File: src/rtl/irq_ctrl_pkg.sv
package irq_ctrl_pkg;
  typedef enum logic [2:0] {
    ST_OFF,
    ST_BASE,
    ST_CHAIN,
    ST_MODE,
    ST_RUN
  } setup_st_e;

  localparam logic [7:0] EOI_CMD   = 8'h20;
  localparam int         B_START   = 4;
  localparam int         B_LEVEL   = 3;
  localparam int         B_SINGLE  = 1;
  localparam int         B_HASMODE = 0;
  localparam int         B_AUTOEOI = 1;
endpackage

File: src/rtl/irq_ctrl_cfg.sv
module irq_ctrl_cfg
  import irq_ctrl_pkg::*;
#(
  parameter int N  = 8,
  parameter int DW = 8
) (
  input  logic          clk_i,
  input  logic          rst_ni,
  input  logic          wr_i,
  input  logic          a0_i,
  input  logic [DW-1:0] wdata_i,
  output logic          ready_o,
  output logic          init_o,
  output logic          eoi_o,
  output logic [DW-1:0] base_o,
  output logic [N-1:0]  chain_o,
  output logic [N-1:0]  mask_o,
  output logic          level_o,
  output logic          single_o,
  output logic          aeoi_o
);
  setup_st_e st_q;
  logic      has_mode_q;
  logic      odd_wr;

  assign init_o  = wr_i && !a0_i && wdata_i[B_START];
  assign odd_wr  = wr_i && a0_i;
  assign ready_o = (st_q == ST_RUN);
  assign eoi_o   = wr_i && !a0_i && ready_o && (wdata_i == EOI_CMD);

  always_ff @(posedge clk_i or negedge rst_ni) begin
    if (!rst_ni) begin
      st_q       <= ST_OFF;
      has_mode_q <= 1'b0;
      base_o     <= '0;
      chain_o    <= '0;
      mask_o     <= '0;
      level_o    <= 1'b0;
      single_o   <= 1'b0;
      aeoi_o     <= 1'b0;
    end else if (init_o) begin
      st_q       <= ST_BASE;
      has_mode_q <= wdata_i[B_HASMODE];
      level_o    <= wdata_i[B_LEVEL];
      single_o   <= wdata_i[B_SINGLE];
      aeoi_o     <= 1'b0;
      chain_o    <= '0;
      mask_o     <= '0;
    end else if (odd_wr) begin
      unique case (st_q)
        ST_BASE: begin
          base_o <= wdata_i;
          if (!single_o)       st_q <= ST_CHAIN;
          else if (has_mode_q) st_q <= ST_MODE;
          else                 st_q <= ST_RUN;
        end
        ST_CHAIN: begin
          chain_o <= wdata_i[N-1:0];
          st_q    <= has_mode_q ? ST_MODE : ST_RUN;
        end
        ST_MODE: begin
          aeoi_o <= wdata_i[B_AUTOEOI];
          st_q   <= ST_RUN;
        end
        ST_RUN:  mask_o <= wdata_i[N-1:0];
        default: ;
      endcase
    end
  end


  mask_setup_chk: assert property (@(posedge clk_i) disable iff (!rst_ni)
    (!init_o && !(odd_wr && ready_o)) |=> $stable(mask_o));

  seq_adv_chk: assert property (@(posedge clk_i) disable iff (!rst_ni)
    (odd_wr && !init_o && st_q == ST_BASE) |=> (st_q != ST_BASE));
endmodule

File: src/rtl/irq_ctrl_req.sv
module irq_ctrl_req #(
  parameter int N = 8
) (
  input  logic         clk_i,
  input  logic         rst_ni,
  input  logic [N-1:0] irq_i,
  input  logic         ready_i,
  input  logic         init_i,
  input  logic         level_i,
  input  logic [N-1:0] clr_i,
  output logic [N-1:0] irr_o
);
  logic [N-1:0] prev_q;

  always_ff @(posedge clk_i or negedge rst_ni) begin
    if (!rst_ni) prev_q <= '0;
    else         prev_q <= irq_i;
  end

  for (genvar g = 0; g < N; g++) begin : g_lane
    always_ff @(posedge clk_i or negedge rst_ni) begin
      if (!rst_ni)                     irr_o[g] <= 1'b0;
      else if (init_i || !ready_i)     irr_o[g] <= 1'b0;
      else if (level_i)                irr_o[g] <= irq_i[g];
      else if (irq_i[g] && !prev_q[g]) irr_o[g] <= 1'b1;
      else if (clr_i[g])               irr_o[g] <= 1'b0;
    end
  end


  edge_set_chk: assert property (@(posedge clk_i) disable iff (!rst_ni)
    (ready_i && !level_i && !init_i) |=>
      ((irr_o & ~$past(irr_o) & ~$past(irq_i & ~prev_q)) == '0));
endmodule

File: src/rtl/irq_ctrl_svc.sv
module irq_ctrl_svc #(
  parameter int N  = 8,
  parameter int DW = 8
) (
  input  logic          clk_i,
  input  logic          rst_ni,
  input  logic          ready_i,
  input  logic          init_i,
  input  logic [N-1:0]  irr_i,
  input  logic [N-1:0]  mask_i,
  input  logic [DW-1:0] base_i,
  input  logic [N-1:0]  chain_i,
  input  logic          master_i,
  input  logic          single_i,
  input  logic          aeoi_i,
  input  logic          ack_i,
  input  logic          eoi_i,
  output logic          int_o,
  output logic [DW-1:0] vec_o,
  output logic          vec_en_o,
  output logic [N-1:0]  clr_o
);
  localparam int IW = $clog2(N);
  localparam logic [DW-1:0] LAST = DW'(N - 1);
  localparam logic [N-1:0]  ONE  = {{(N-1){1'b0}}, 1'b1};

  function automatic logic [IW-1:0] top_idx(input logic [N-1:0] v);
    logic [IW-1:0] r;
    r = '0;
    for (int i = N - 1; i >= 0; i--) if (v[i]) r = IW'(i);
    return r;
  endfunction

  logic [N-1:0]  isr_q, pend, win_oh, eoi_oh;
  logic [IW-1:0] win, isr_top;
  logic          fire;

  assign pend    = irr_i & ~mask_i;
  assign win     = top_idx(pend);
  assign isr_top = top_idx(isr_q);
  assign win_oh  = ONE << win;
  assign eoi_oh  = ONE << isr_top;
  assign int_o   = ready_i && (|pend) && (!(|isr_q) || (win < isr_top));
  assign fire    = ack_i && int_o;
  assign clr_o   = fire ? win_oh : '0;

  always_ff @(posedge clk_i or negedge rst_ni) begin
    if (!rst_ni)     isr_q <= '0;
    else if (init_i) isr_q <= '0;
    else isr_q <= (isr_q & ~(eoi_i ? eoi_oh : '0)) |
                  ((fire && !aeoi_i) ? win_oh : '0);
  end

  always_ff @(posedge clk_i or negedge rst_ni) begin
    if (!rst_ni) begin
      vec_o    <= '0;
      vec_en_o <= 1'b0;
    end else if (ack_i) begin
      vec_o    <= fire ? (base_i + DW'(win)) : (base_i + LAST);
      vec_en_o <= !(fire && master_i && !single_i && chain_i[win]);
    end
  end


  int_ready_chk: assert property (@(posedge clk_i) disable iff (!rst_ni)
    !ready_i |-> !int_o);

  int_unmasked_chk: assert property (@(posedge clk_i) disable iff (!rst_ni)
    int_o |-> |(irr_i & ~mask_i));

  aeoi_empty_chk: assert property (@(posedge clk_i) disable iff (!rst_ni)
    (aeoi_i && ready_i) |-> (isr_q == '0));

  eoi_drop_chk: assert property (@(posedge clk_i) disable iff (!rst_ni)
    (eoi_i && !fire && isr_q != '0) |=>
      ($countones(isr_q) == $past($countones(isr_q)) - 1));

  ack_isr_chk: assert property (@(posedge clk_i) disable iff (!rst_ni)
    (fire && !aeoi_i && !eoi_i) |=> (isr_q != '0));
endmodule

File: src/rtl/irq_ctrl.sv
module irq_ctrl #(
  parameter int N_IN = 8,
  parameter int DW   = 8
) (
  input  logic            clk_i,
  input  logic            rst_ni,
  input  logic            wr_i,
  input  logic            a0_i,
  input  logic [DW-1:0]   wdata_i,
  input  logic            master_i,
  input  logic [N_IN-1:0] irq_i,
  input  logic            ack_i,
  output logic            int_o,
  output logic [DW-1:0]   vec_o,
  output logic            vec_en_o
);
  logic            ready, init, eoi, level, single, aeoi;
  logic [DW-1:0]   base;
  logic [N_IN-1:0] chain, mask, irr, clr;

  irq_ctrl_cfg #(.N(N_IN), .DW(DW)) u_cfg (
    .clk_i, .rst_ni, .wr_i, .a0_i, .wdata_i,
    .ready_o(ready), .init_o(init), .eoi_o(eoi), .base_o(base),
    .chain_o(chain), .mask_o(mask), .level_o(level),
    .single_o(single), .aeoi_o(aeoi)
  );

  irq_ctrl_req #(.N(N_IN)) u_req (
    .clk_i, .rst_ni, .irq_i, .ready_i(ready), .init_i(init),
    .level_i(level), .clr_i(clr), .irr_o(irr)
  );

  irq_ctrl_svc #(.N(N_IN), .DW(DW)) u_svc (
    .clk_i, .rst_ni, .ready_i(ready), .init_i(init), .irr_i(irr),
    .mask_i(mask), .base_i(base), .chain_i(chain), .master_i,
    .single_i(single), .aeoi_i(aeoi), .ack_i, .eoi_i(eoi),
    .int_o, .vec_o, .vec_en_o, .clr_o(clr)
  );
endmodule

File: config.mk
export PLATFORM = sky130hd
export DESIGN_NAME = irq_ctrl
export DESIGN_NICKNAME = d
export VERILOG_FILES = /design/src/rtl/irq_ctrl_pkg.sv /design/src/rtl/irq_ctrl_cfg.sv /design/src/rtl/irq_ctrl_req.sv /design/src/rtl/irq_ctrl_svc.sv /design/src/rtl/irq_ctrl.sv
export SDC_FILE = /design/constraint.sdc
export NUM_CORES = 1
export LEC_CHECK = 0
export BUFFER_PORTS_ARGS = -buffer_cell sky130_fd_sc_hd__buf_2
export CAP_MARGIN = 15
export CORE_MARGIN = 2
export CORE_UTILIZATION = 35
export DETAILED_ROUTE_END_ITERATION = 8
export GPL_ROUTABILITY_DRIVEN = 0
export HOLD_SLACK_MARGIN = 0.1
export PLACE_DENSITY = 0.54
export SLEW_MARGIN = 20
export SYNTH_ARGS = -nofsm -noshare
export SYNTH_HDL_FRONTEND = slang
export SYNTH_HIERARCHICAL = 1
export SYNTH_SLANG_ARGS = --single-unit
File: constraint.sdc
create_clock -name clk_i -period 9.4 [get_ports clk_i]
set_clock_uncertainty 0.05 [all_clocks]
set_input_delay 0.47 -clock clk_i [delete_from_list [all_inputs] [get_ports clk_i]]
set_output_delay 0.47 -clock clk_i [all_outputs]
set_load 0.03 [all_outputs]
# Word level (Yosys, flattened, before mapping)
# Cells that the tools add are included.
[op_classes] n_addsub=2 n_lt_le_gt_ge=2 n_eq_ne=5 shifts=2 n_mux=69 bitwise_logic=6 n_reduce_logical=56
[ops] cell="2-to-1 mux 8 bit" count=11
[ops] cell="2-to-1 mux 3 bit" count=20
[ops] cell="2-to-1 mux 1 bit" count=36
[ops] cell="nonzero test 4 bit" count=9
[ops] cell="logical AND 1 bit" count=20
[ops] cell="AND 8 bit" count=2
[ops] cell="inverter 8 bit" count=2
[ops] cell="OR reduction 8 bit" count=2
[ops] cell="<< shifter 1 x 3 -> 8 bit, first input constant" count=2
[ops] cell="zero test 1 bit" count=14
[ops] cell="one-hot mux 3 bit (3 select lines)" count=1
[ops] cell="adder 8 x 3 -> 8 bit" count=1
[ops] cell="adder 8 x 3 -> 8 bit, second input constant" count=1
[ops] cell="== test 8 x 6 -> 1 bit, second input constant" count=1
[ops] cell="bitwise OR 8 bit" count=1
[ops] cell="AND reduction 2 bit" count=4
[ops] cell="nonzero test 2 bit" count=4
[ops] cell="== test 3 x 2 -> 1 bit, second input constant" count=2
[ops] cell="< comparator 3 x 4 -> 1 bit, second input constant" count=1
[ops] cell="binary-select mux 1 bit (select 3 bit)" count=1
[ops] cell="== test 3 x 1 -> 1 bit, second input constant" count=1
[ops] cell="== test 3 bit, second input constant" count=1
[ops] cell="< comparator 3 bit" count=1
[ops] cell="AND reduction 3 bit" count=1
[ops] cell="2 further kinds" count=3
[word_totals] regBits=64 input_bits=22 out_inout_bits=10 word_cells=162

# Logic depth before layout (Yosys ltp)
# Gate-level depths: netlist of the first run.
[logic_depth] word_depth=19 depth_mapped=17 ltp_nobuf=17

# Modules after synthesis
# The synthesis of the first run kept the hierarchy.
[modules_own_cells] module="irq_ctrl_cfg" instances=1 cells_per_inst=135 area_per_inst_um2=1562.7
[modules_own_cells] module="irq_ctrl_svc" instances=1 cells_per_inst=176 area_per_inst_um2=1436.4
[modules_own_cells] module="irq_ctrl_req" instances=1 cells_per_inst=59 area_per_inst_um2=643.1

# Least setup slack after synthesis of the first run
# Ideal clock, no wire load.
[synth_timing] path_type="register -> register" from="register u_cfg.mask_o[7]" to="register u_svc.vec_o[6]" setup_ps=137 t_arrival_ps=3503 required_ps=9213 path_slack_ps=5710 path_stages_with_launch=18 n_path_buf=0 period_less_slack_ps=3690 path_cell_list="dfrtp_1 > nand2b_1 > a221o_1 > a21o_1 > inv_1 > ha_1 > o21a_1 > o22ai_4 > nor3_2 > a2111oi_4 > nand2_1 > ha_1 > fa_1 > a21oi_1 > nor2b_1 > nand3_1 > xor2_1 > a21oi_1"
[synth_between] elab_chain_len=15 elab_cells_between_ends=18 classes_between="1 x add/sub; 1 x order compare; 9 x mux; 2 x bitwise; 5 x reduce/logical"
[synth_rtl] element="start, declared" line="irq_ctrl_cfg.sv:17" source="output logic [N-1:0] mask_o,"
[synth_rtl] element="start signal, assigned" line="irq_ctrl_cfg.sv:65" source="ST_RUN: mask_o <= wdata_i[N-1:0];"
[synth_rtl] element="inverter 8 bit *" line="irq_ctrl_svc.sv:38" source="assign pend = irr_i & ~mask_i;"
[synth_rtl] element="AND 8 bit *" line="irq_ctrl_svc.sv:38"
[synth_rtl] element="parallel branches: the longest is 12 deep, another holds adder 8 x 3 -> 8 bit"
[synth_rtl] element="2-to-1 mux 8 bit *" line="irq_ctrl_svc.sv:59" source="vec_o <= fire ? (base_i + DW'(win)) : (base_i + LAST);"
[synth_rtl] element="end signal, assigned" line="irq_ctrl_svc.sv:59"
[synth_rtl] element="end, declared" line="irq_ctrl_svc.sv:19" source="output logic [DW-1:0] vec_o,"
# Every way passes the cells marked *.
# A chain may end at the register's enable or synchronous reset.

# Worst setup path in the final report of the first run
# Ends and elaborated chain as after synthesis.

==> impl_results.md, run 1 <==
- TritonRoute pass-1 iters: 4
- Primary FF master, synth: dfrtp_1
- Initial antenna violation count: 0
- Num CTS Buffers: 9
- Min-Delay Path Depth: 1
- Die Footprint: 0.01124 mm²
- Hold Crit Class: in2reg
- ANT nets after route: 0
- Area grow syn2layout: 12.92%
- CP max FO: 7
- YS warnings: 6
- Mapped cell area: 0.003642 mm²
- Sequential share of power: 0.379
- # Max-Cap Violations: 0
- Max layer used: met4
- Mapped Cells: 370
- DR WL/cell: 15.87 µm
- HP Start: irq_i[5]
- DRC viols: 0
- Fraction of layout cells with a size suffix above 1: 0.2463
- Combinational Power Share: 0.329
- First-pass GRT wire length: 14,320 µm
- Post_cts resized: 0
- Stages on worst setup path: 17
- Critical path required time: 9580 ps
- Antenna diodes: 0
- Fillers: 1,016
- Synthesized Nets: 398
- Post-Place Setup Slack: 5350 ps
- Die span in x: 106.0 µm
- Root Driver: clkbuf_8
- Worst-path cell chain: nand2b_1 -> a221o_1 -> a21o_1 -> inv_1 -> ha_1 -> o21a_1 -> o22ai_4 -> nor3_2 -> a2111oi_4 -> nand2_1 -> ha_1 -> fa_1 -> a21oi_1 -> nor2b_1 -> nand3_1 -> xor2_1 -> a21oi_1
- FP Rows: 37
- FF-to-FF path depth: 17
- Largest cells by area after synthesis: dfrtp_1 (44%), mux2_4 (3.3%), nand2_1 (3.3%), a21oi_1 (3.0%), nor2_1 (3.0%)
- Kind of critical path: reg2reg
- Nets@finish: 425
- Max Buffers Root-to-Sink: 2
- Compound-Gate Fraction of Synth Area: 0.1845
- Yosys top cell by area: dfrtp_1
- Gr ovfl total: 0
- Post-CTS Setup Inserts: 0
- Worst IR drop on VDD: 0.0001149 V
- Tightest Pin Transition: 908.2 ps
- Most frequent cells in the layout: dfrtp_1 (64), nand2_1 (32), buf_2 (31), nor2_1 (29), a21oi_1 (22)
- Port Buffer Count: 31
- Iter 0 DRT Violations: 132
- FF+latch count, synth: 64
- Pin count of the biggest net entering global routing: 65
- Number of global-route vias before repair: 2,653
- Fin crit share: 0.4336
- Met3 Wirelength: 308 µm
- Async S/R FF share, synth: 1.000
- Initial Util: 0.3560
- Number of enable flip-flop cells after synthesis: 0
- Worst path max stage delay: 500 ps
- Setup slack after layout: 5324 ps
- Synth Area in XOR/XNOR: 0.01683
- Hold Vio Cnt, Final: 0
- Avg Inst Size Synth: 9.844 µm²
- Critical R2R Launch: u_cfg/mask_o[7]$_DFFE_PN0P_
- Worst slew margin: 0.3945
- Via count: 2,710
- CTS Hold Buffers Added: 0
- Cell family with most CP delay: compound AO/OA/AOI/OAI gates
- Routed length on met2: 3811 µm
- Cell variety after synth: 70
- RR Endpoint: u_svc/vec_o[6]$_DFFE_PN0P_
- Synth Area in Adders: 0.02267
- Sink Count: 64
- Worst Path Buf+Inv: 1
- Final count of negative-setup-slack endpoints: 0
- Main combinational cell family by area after synthesis: simple AND/OR/NAND/NOR gates
- Fmax achieved: 245.4 MHz
- Mux cell area share after synthesis: 0.05393
- CTS tree: built
- Status: completed
- Slowest cell on crit path: a2111oi_4
- H-tree Lvls: 3
- Total GRT Usage: 0.1653
- Unrepaired setup endpoints after global routing: false
- Synth Area in Simple Gates: 0.2229
- Worst Hold Path EP: u_req/prev_q[5]$_DFF_PN0_
- Sequential share of the synthesized area: 0.4397
- Crit. End Element: register
- Tmin final: 4076 ps
- Worst-path clk slew: 70 ps
- Die height: 106.0 µm
- Net Sw Frac: 0.3484
- LEAKAGE: 1.793 nW
- DRT met1 WL: 4234 µm
- PD cells: 265.3 mW/mm²
- Worst Path Arrival: 4250 ps
- Worst-Skew Late Latency: 360 ps
- Sw power: 380.0 µW
- Hpwl dp: 6184 µm
- Leading cell type in the layout, fill and taps excluded: dfrtp_1
- WL final: 8540 µm
- IO Pins: 32
- Post-synth top area share: 0.4397
- Clk pwr share: 0.292
- Fin. max-slew vios: 0
- TNS Setup: 0 ps
- R2r setup slk: 5320 ps
- Worst Setup Start Kind: register
- Int Pwr: 710.9 µW
- Core Box Area: 0.01023 mm²
- Drt via density: 5.037
## per-stage QoR
stage / hold WS [ps] / instances / power (mW) / cell area, µm² / util
floorplan: 124.4 / 370 / 0.6945 / 3642 / -
global placement: 442.0 / 522 / 0.7707 / 3845 / 0.3758
detailed placement: 446.8 / 522 / 0.7781 / 3845 / 0.3758
CTS: 155.8 / 538 / 1.104 / 4113 / 0.4020
global route: 162.8 / 538 / 1.160 / 4113 / 0.4020
finish: 176.5 / 538 / 1.091 / 4113 / 0.4020
## sequential cells by signal, summed over array words and instances (netlist names)
register,flops
u_req/irr_o,8
u_req/prev_q,8
u_cfg/mask_o,8
u_cfg/has_mode_q,1
u_cfg/single_o,1
u_cfg/aeoi_o,1
u_cfg/chain_o,8
u_cfg/st_q,3
u_svc/vec_o,8
u_cfg/level_o,1
u_svc/isr_q,8
u_svc/vec_en_o,1
u_cfg/base_o,8
## cell type report
class / count / area (µm²) / area share
clock inverters: 6 / 130.1 / 0.03164
inverters: 21 / 78.83 / 0.01917
clock buffers: 10 / 137.6 / 0.03347
flip-flops and latches: 64 / 1602 / 0.3894
well taps: 136 / 170.2 / 0.04138
multi-input cells: 268 / 1824 / 0.4436
repair buffers: 33 / 170.2 / 0.04138
## worst register-to-register path: stages, from the launching register on
cell       delay [ps]
dfrtp_1           370
nand2b_1          180
a221o_1           360
a21o_1            220
inv_1             170
ha_1              260
o21a_1            220
o22ai_4           180
nor3_2             90
a2111oi_4         500
nand2_1           120
ha_1              250
fa_1              410
a21oi_1           150
nor2b_1            80
nand3_1           100
xor2_1            140
a21oi_1            80
## power groups by stage
stage	clock, mW	combinational [mW]	sequential, mW
3_5_place_dp	0	0.360	0.418
5_1_grt	0.338	0.396	0.426
2_1_floorplan	0	0.274	0.421
3_3_place_gp	0	0.353	0.417
4_1_cts	0.329	0.361	0.414
6_report	0.319	0.359	0.413
## worst max-delay path by stage
stage                                     start                         end  slack [ps]
floorplan           u_cfg/mask_o[7]$_DFFE_PN0P_  u_svc/vec_o[6]$_DFFE_PN0P_        5710
CTS                 u_cfg/mask_o[7]$_DFFE_PN0P_  u_svc/vec_o[6]$_DFFE_PN0P_        5340
global route        u_cfg/mask_o[7]$_DFFE_PN0P_  u_svc/vec_o[7]$_DFFE_PN0P_        4970
global placement    u_cfg/mask_o[7]$_DFFE_PN0P_  u_svc/vec_o[7]$_DFFE_PN0P_        5440
finish              u_cfg/mask_o[7]$_DFFE_PN0P_  u_svc/vec_o[6]$_DFFE_PN0P_        5320
detailed placement  u_cfg/mask_o[7]$_DFFE_PN0P_  u_svc/vec_o[6]$_DFFE_PN0P_        5350
## cell families after synthesis
logic type                 after synthesis
AOI/OAI and AO/OA                       94
xor gates and xnor gates                 7
adders and majority gates                6
buffers and inverters                   38
DFF                                     64
muxes                                   15
and+or+nand+nor                        146
## synth_stat cells, drive strengths merged, types with 4 or more instances
| master | n |
|---|---|
| a21oi | 30 |
| buf | 12 |
| clkbuf | 5 |
| dfrtp | 64 |
| ha | 5 |
| inv | 21 |
| mux2 | 13 |
| nand2 | 33 |
| nand2b | 13 |
| nand3 | 16 |
| nand3b | 8 |
| nand4 | 6 |
| nor2 | 35 |
| nor2b | 12 |
| o211ai | 5 |
| o21ai | 32 |
| o31ai | 5 |
| xnor2 | 4 |
## routing by layer
layer / vias to the layer above / track usage
li1: 1357 / -
met1: 1295 / 0.2362
met2: 43 / 0.2355
met3: 15 / 0.03924
met4: 0 / 0.07613
met5: - / 0
Power figures use the tool's default switching activity.
==> run 2, diff against run 1 <==
ABC_AREA = 1   (was not set)
PLACE_DENSITY = 0.56   (was 0.54)
clock period = 3.52 ns   (was 9.4 ns; I/O delays follow)
==> impl_results.md, run 2 <==
- Avg Inst Size Synth: 7.537 µm² (-23%)
- Worst Setup Start Kind: register
- Tightest Pin Transition: 799.9 ps (-108.3 ps)
- Sequential share of the synthesized area: 0.4541 (+0.01435)
- FF+latch count, synth: 64 (unchanged)
- Status: completed
- Nets@finish: 553 (+30%)
- ANT nets after route: 0 (unchanged)
- Post-Place Setup Slack: 60.27 ps (-5289 ps)
- Worst IR drop on VDD: 0.0002120 V (+84%)
- Most frequent cells in the layout: nand2_1 (152), nor2_1 (63), dfrtp_1 (62), inv_1 (59), buf_2 (31)
- Yosys top cell by area: dfrtp_1
- Hold Crit Class: in2reg
- Drt via density: 4.465 (-11%)
- Worst Path Arrival: 3400 ps (-850 ps)
- Antenna diodes: 0 (unchanged)
- Critical path required time: 3680 ps (-5900 ps)
- Kind of critical path: reg2reg
- R2r setup slk: 280 ps (-5040 ps)
- Mapped cell area: 0.003527 mm² (-3.2%)
- Leading cell type in the layout, fill and taps excluded: nand2_1
- Hold Vio Cnt, Final: 0 (unchanged)
- Number of global-route vias before repair: 2,910 (+9.7%)
- LEAKAGE: 2.189 nW (+22%)
- Max Buffers Root-to-Sink: 2 (unchanged)
- Tmin final: 3238 ps (-837.6 ps)
- Post-synth top cells: nand2_1 (152), dfrtp_1 (64), nor2_1 (64)
- Die Footprint: 0.01090 mm² (-3.0%)
- Die height: 104.4 µm (-1.5%)
- Num CTS Buffers: 9 (unchanged)
- H-tree Lvls: 3 (unchanged)
- Critical R2R Launch: u_svc/isr_q[5]$_DFF_PN0_
- Worst slew margin: 0.4667 (+0.07220)
- Fraction of layout cells with a size suffix above 1: 0.1966 (-0.04967)
- Synthesized Nets: 496 (+25%)
- Final count of negative-setup-slack endpoints: 0 (unchanged)
- DR WL/cell: 11.88 µm (-25%)
- FP Rows: 36 (-2.7%)
- Sink Count: 64 (unchanged)
- PD cells: 613.3 mW/mm² (+130%)
- First-pass GRT wire length: 13,570 µm (-5.3%)
- Initial antenna violation count: 0 (unchanged)
- FF-to-FF path depth: 24 (+7)
- CP max FO: 5 (-2)
- Fmax achieved: 308.8 MHz (+26%)
- Primary FF master, synth: dfrtp_1
- Worst Hold Path EP: u_svc/vec_o[1]$_DFFE_PN0P_
- WL final: 7865 µm (-7.9%)
- Min-Delay Path Depth: 3 (+2)
- Fin crit share: 0.9199 (+0.4863)
- RR Endpoint: u_svc/vec_o[7]$_DFFE_PN0P_
- Cell variety after synth: 38 (-46%)
- Total GRT Usage: 0.1544 (-0.01092)
- Gr ovfl total: 0 (unchanged)
- Setup slack after layout: 282.0 ps (-5042 ps)
- Die span in x: 104.4 µm (-1.5%)
- Crit. End Element: register
- Port Buffer Count: 31 (unchanged)
- # Max-Cap Violations: 0 (unchanged)
- DRC viols: 0 (unchanged)
- Post-synth top area share: 0.4541 (+0.01435)
- Initial Util: 0.3609 (+0.004857)
- Fin. max-slew vios: 0 (unchanged)
- Final core utilization: 0.4357 (+0.03376)
- YS warnings: 6 (unchanged)
- CTS tree: built
- Pin count of the biggest net entering global routing: 65 (unchanged)
- TritonRoute pass-1 iters: 4 (unchanged)
- Root Driver: clkbuf_8
- Area grow syn2layout: 20.75%
- Hpwl dp: 5750 µm (-7.0%)
- Via count: 2,956 (+9.1%)
- Count leader, synth: nand2_1
- Worst-path clk slew: 80 ps (about the same)
- Async S/R FF share, synth: 1.000 (unchanged)
- Number of enable flip-flop cells after synthesis: 0 (unchanged)
- Crit path launch: u_svc/isr_q[5]$_DFF_PN0_
- Mapped Cells: 468 (+26%)
- Iter 0 DRT Violations: 132 (unchanged)
- Largest cells by area after synthesis: dfrtp_1 (45%), nand2_1 (16%), nor2_1 (6.8%), inv_1 (6.3%), nand3_1 (3.3%)
- Core Box Area: 0.009774 mm² (-4.5%)
- HP Start: ack_i
- Worst-Skew Late Latency: 330 ps (-30 ps)
- IO Pins: 32 (unchanged)
[run 2: changes by cell type in the layout (fill, tap and decap cells not counted), sizes merged, moves of 9 or more]
cell	change
nand2	+130
nor2b	-12
dlygate4sd3	+17
a21oi	-12
inv	+46
mux2	-13
nand2b	-13
nand3	+9
nor2	+33
[run 2: routing by layer]
| layer | wire (µm) | vias to the layer above | global-route usage |
|---|---|---|---|
| met4 | 78 | 0 | 0.04923 |
| met2 | 3665 | 46 | 0.2460 |
| met5 | 0 | - | 0 |
| li1 | - | 1559 | - |
| met1 | 3903 | 1346 | 0.2091 |
| met3 | 218 | 5 | 0.03321 |
[run 2: metrics by stage]
step	instance area [µm²]	setup TNS [ps]	hold WS [ps]	std cells	total power, mW
global placement	3815	0	250.7	627	1.937
CTS	4170	0	105.6	659	2.584
detailed placement	3815	0	252.1	627	1.951
finish	4259	0	117.2	662	2.612
global route	4259	-27.17	136.4	662	2.834
floorplan	3527	0	-169.6	468	1.718
[run 2: final cells by class]
| cell class | count | area (µm²) |
|---|---|---|
| fillers | 1012 | 5515 |
| multi-input cells | 327 | 1668 |
| flip-flops and latches | 64 | 1604 |
| repair buffers | 54 | 370.4 |
| inverters | 69 | 265.3 |
| well taps | 133 | 166.4 |
| clock buffers | 9 | 123.9 |
| clock inverters | 6 | 61.31 |
[run 2: cells by family after synthesis]
group	after synthesis	synth area share
buf+inv	77	0.09116
fa+ha+maj	6	0.02341
compound gates	48	0.08585
xor+xnor	2	0.004967
simple gates	271	0.3405
flops	64	0.4541
[run 2: worst max path at each step]
stage,end,depth (start not counted)
global route,u_svc/vec_o[7]$_DFFE_PN0P_,25
global placement,u_svc/vec_o[7]$_DFFE_PN0P_,22
detailed placement,u_svc/vec_o[7]$_DFFE_PN0P_,22
floorplan,u_svc/vec_o[7]$_DFFE_PN0P_,22
CTS,u_svc/vec_o[7]$_DFFE_PN0P_,22
finish,u_svc/vec_o[7]$_DFFE_PN0P_,24
[run 2: critical path, stage by stage, from the launching register on]
cell     delay (ps)
dfrtp_1         420
nor3_1          210
nor3_1           80
nor3_2          170
inv_1           110
ha_1            290
nand2_1          70
inv_1            30
nand2_1          50
nand2_1          50
nand2_2          90
nand2_4          70
nor2_8          120
nand2_1         100
ha_4            240
a21oi_1         140
inv_1            60
a31oi_2         170
nor2_1           60
inv_1            70
nor2_1           50
and2_1          140
nand2_1          70
xor2_1          140
o21ai_1          70
[run 2: repair_timing]
item / CTS / global route
setup endpoints to repair: 0 / 4
gates resized for setup: 0 / 11
hold buffers: 17 / 0
buffers inserted: 0 / 3
hold endpoints to repair: 92 / 0
[run 2: power breakdown]
group / switching, mW / internal [mW] / leakage, nW
registers: 0.136 / 0.917 / 0.828
clock network: 0.289 / 0.320 / 0.0948
logic: 0.593 / 0.356 / 1.27
total: 1.02 / 1.59 / 2.19
==> run 3, diff against run 2 <==
GPL_TIMING_DRIVEN = 0   (was not set)
PLACE_DENSITY = 0.54   (was 0.56)
clock period = 4.1 ns   (was 3.52 ns; I/O delays follow)
==> impl_results.md, run 3 (synthesis results as in run 2) <==
- DRC viols: 0 (unchanged)
- Setup slack after layout: 579.7 ps (+297.7 ps)
- Num CTS Buffers: 9 (unchanged)
- CTS tree: built
- Worst path max stage delay: 440 ps (+20 ps)
- Post-Place Setup Slack: 588.5 ps (+528.2 ps)
- Antenna diodes: 0 (unchanged)
- Fraction of layout cells with a size suffix above 1: 0.1789 (-0.01769)
- Nets@finish: 554 (+0.18%)
- Die Footprint: 0.01090 mm² (unchanged)
- Gr ovfl total: 0 (unchanged)
- Tightest Pin Transition: 659.9 ps (-140.1 ps)
- Fmax achieved: 284.1 MHz (-8.0%)
- Cell family with most CP delay: simple AND/OR/NAND/NOR gates
- Leading cell type in the layout, fill and taps excluded: nand2_1
- Most frequent cells in the layout: nand2_1 (152), nor2_1 (64), dfrtp_1 (64), inv_1 (59), buf_2 (31)
- WL final: 8013 µm (+1.9%)
- Hold Crit Class: in2reg
- LEAKAGE: 2.175 nW (-0.67%)
- Worst Hold Path EP: u_cfg/base_o[3]$_DFFE_PN0P_
- H-tree Lvls: 3 (unchanged)
- Worst-Skew Late Latency: 350 ps (+20 ps)
- Root Driver: clkbuf_8
- Worst-path cell chain: nor4_1 -> inv_1 -> nor2_1 -> inv_1 -> ha_1 -> nand2_1 -> inv_1 -> nand2_1 -> nand2_1 -> nand2_2 -> nand2_4 -> nor2_8 -> nand2_1 -> ha_1 -> a21oi_1 -> inv_1 -> a31oi_1 -> nor2_1 -> inv_1 -> nor2_1 -> and2_1 -> nand2_1 -> xor2_1 -> o21ai_1
- Initial antenna violation count: 0 (unchanged)
- Core Box Area: 0.009774 mm² (unchanged)
- Total GRT Usage: 0.1591 (+0.004734)
- Via count: 3,018 (+2.1%)
- Post-CTS Setup Inserts: 0 (unchanged)
- Tmin final: 3520 ps (+282.3 ps)
- Area grow syn2layout: 19.69%
- Slowest cell on crit path: dfrtp_1
- R2r setup slk: 580 ps (+300 ps)
- Critical R2R Launch: u_svc/isr_q[0]$_DFF_PN0_
- First-pass GRT wire length: 13,830 µm (+2.0%)
- Drt via density: 4.545 (+1.8%)
- Min-Delay Path Depth: 3 (unchanged)
- Pin count of the biggest net entering global routing: 42 (-35%)
- Crit path launch: u_svc/isr_q[0]$_DFF_PN0_
- Final count of negative-setup-slack endpoints: 0 (unchanged)
- TritonRoute pass-1 iters: 4 (unchanged)
- Die span in x: 104.4 µm (unchanged)
- TNS Setup: 0 ps (unchanged)
- Worst Path Arrival: 3700 ps (+300 ps)
- IO Pins: 32 (unchanged)
- Fillers: 1,035 (+2.3%)
- ANT nets after route: 0 (unchanged)
- Status: completed
- Critical path required time: 4280 ps (+600 ps)
- Unrepaired setup endpoints after global routing: false
- Hold Vio Cnt, Final: 0 (unchanged)
- Fin crit share: 0.8586 (-0.06127)
- FP Rows: 36 (unchanged)
- DR WL/cell: 12.07 µm (+1.6%)
- Sink Count: 64 (unchanged)
- Port Buffer Count: 30 (-3.2%)
- Hpwl dp: 6052 µm (+5.3%)
- Max Buffers Root-to-Sink: 2 (unchanged)
- Kind of critical path: reg2reg
- PD cells: 525.3 mW/mm² (-14%)
- HP Start: wdata_i[3]
- Worst IR drop on VDD: 0.0001766 V (-17%)
- Worst Path Buf+Inv: 5 (+1)
- Worst Setup Start Kind: register
- Iter 0 DRT Violations: 161 (+22%)
- Number of global-route vias before repair: 2,913 (+0.10%)
- FF-to-FF path depth: 24 (unchanged)
- Pwr Total: 2.217 mW (-15%)
- Fin. max-slew vios: 0 (unchanged)
- Worst slew margin: 0.5567 (+0.08999)
- RR Endpoint: u_svc/vec_o[7]$_DFFE_PN0P_
- # Max-Cap Violations: 0 (unchanged)
- Crit. End Element: register
- CP max FO: 5 (unchanged)
- Initial Util: 0.3609 (unchanged)
- Die height: 104.4 µm (unchanged)
- Final core utilization: 0.4319 (-0.003840)
- Worst-path clk slew: 80 ps (about the same)
## run 3: worst max path at each step
stage,slack (ps),cells after the start,endpoint
final,580,24,u_svc/vec_o[7]$_DFFE_PN0P_
after global routing,270,24,u_svc/vec_o[7]$_DFFE_PN0P_
after CTS,580,24,u_svc/vec_o[7]$_DFFE_PN0P_
after detailed placement,590,24,u_svc/vec_o[7]$_DFFE_PN0P_
after global placement,620,24,u_svc/vec_o[7]$_DFFE_PN0P_
after floorplan,930,22,u_svc/vec_o[7]$_DFFE_PN0P_
## run 3: area by class of cell
cell class              instances  area (µm²)  area share
multi-input cells             327        1604      0.3800
flip-flops and latches         64        1602      0.3794
repair buffers                 47       332.8     0.07884
inverters                      69       265.3     0.06283
well taps                     133       166.4     0.03942
clock buffers                   9       123.9     0.02934
clock inverters                 7       71.32     0.01689
plain buffers                   8       56.30     0.01334
## run 3: power by group
| group | internal, mW | switching [mW] |
|---|---|---|
| Combinational | 0.273 | 0.495 |
| Sequential | 0.787 | 0.114 |
| Clock | 0.280 | 0.269 |
| Total | 1.34 | 0.877 |
## run 3: through the flow
stage,hold WS (ps),instances,instance area (µm²)
final,117.9,664,4222
after CTS,108.3,664,4222
after detailed placement,80.70,632,3866
after floorplan,-140.6,468,3527
after global placement,278.6,631,3844
after global routing,113.6,664,4222
## run 3: tightest hold or removal path, delay by kind of cell
family          cells  cell delay, ps
compound gates      1              70
buf+inv             2             210
## run 3: routing by layer
metal  track usage  part of all wire
met5             0                 0
met1        0.2166              0.49
met4       0.07432             0.024
met2        0.2460              0.45
met3       0.02694             0.032
## run 3: what timing repair did
item | 4_1_cts | 5_1_grt
gates resized for setup | 0 | 0
hold buffers | 16 | 0
endpoints found under the hold margin | 89 | 0
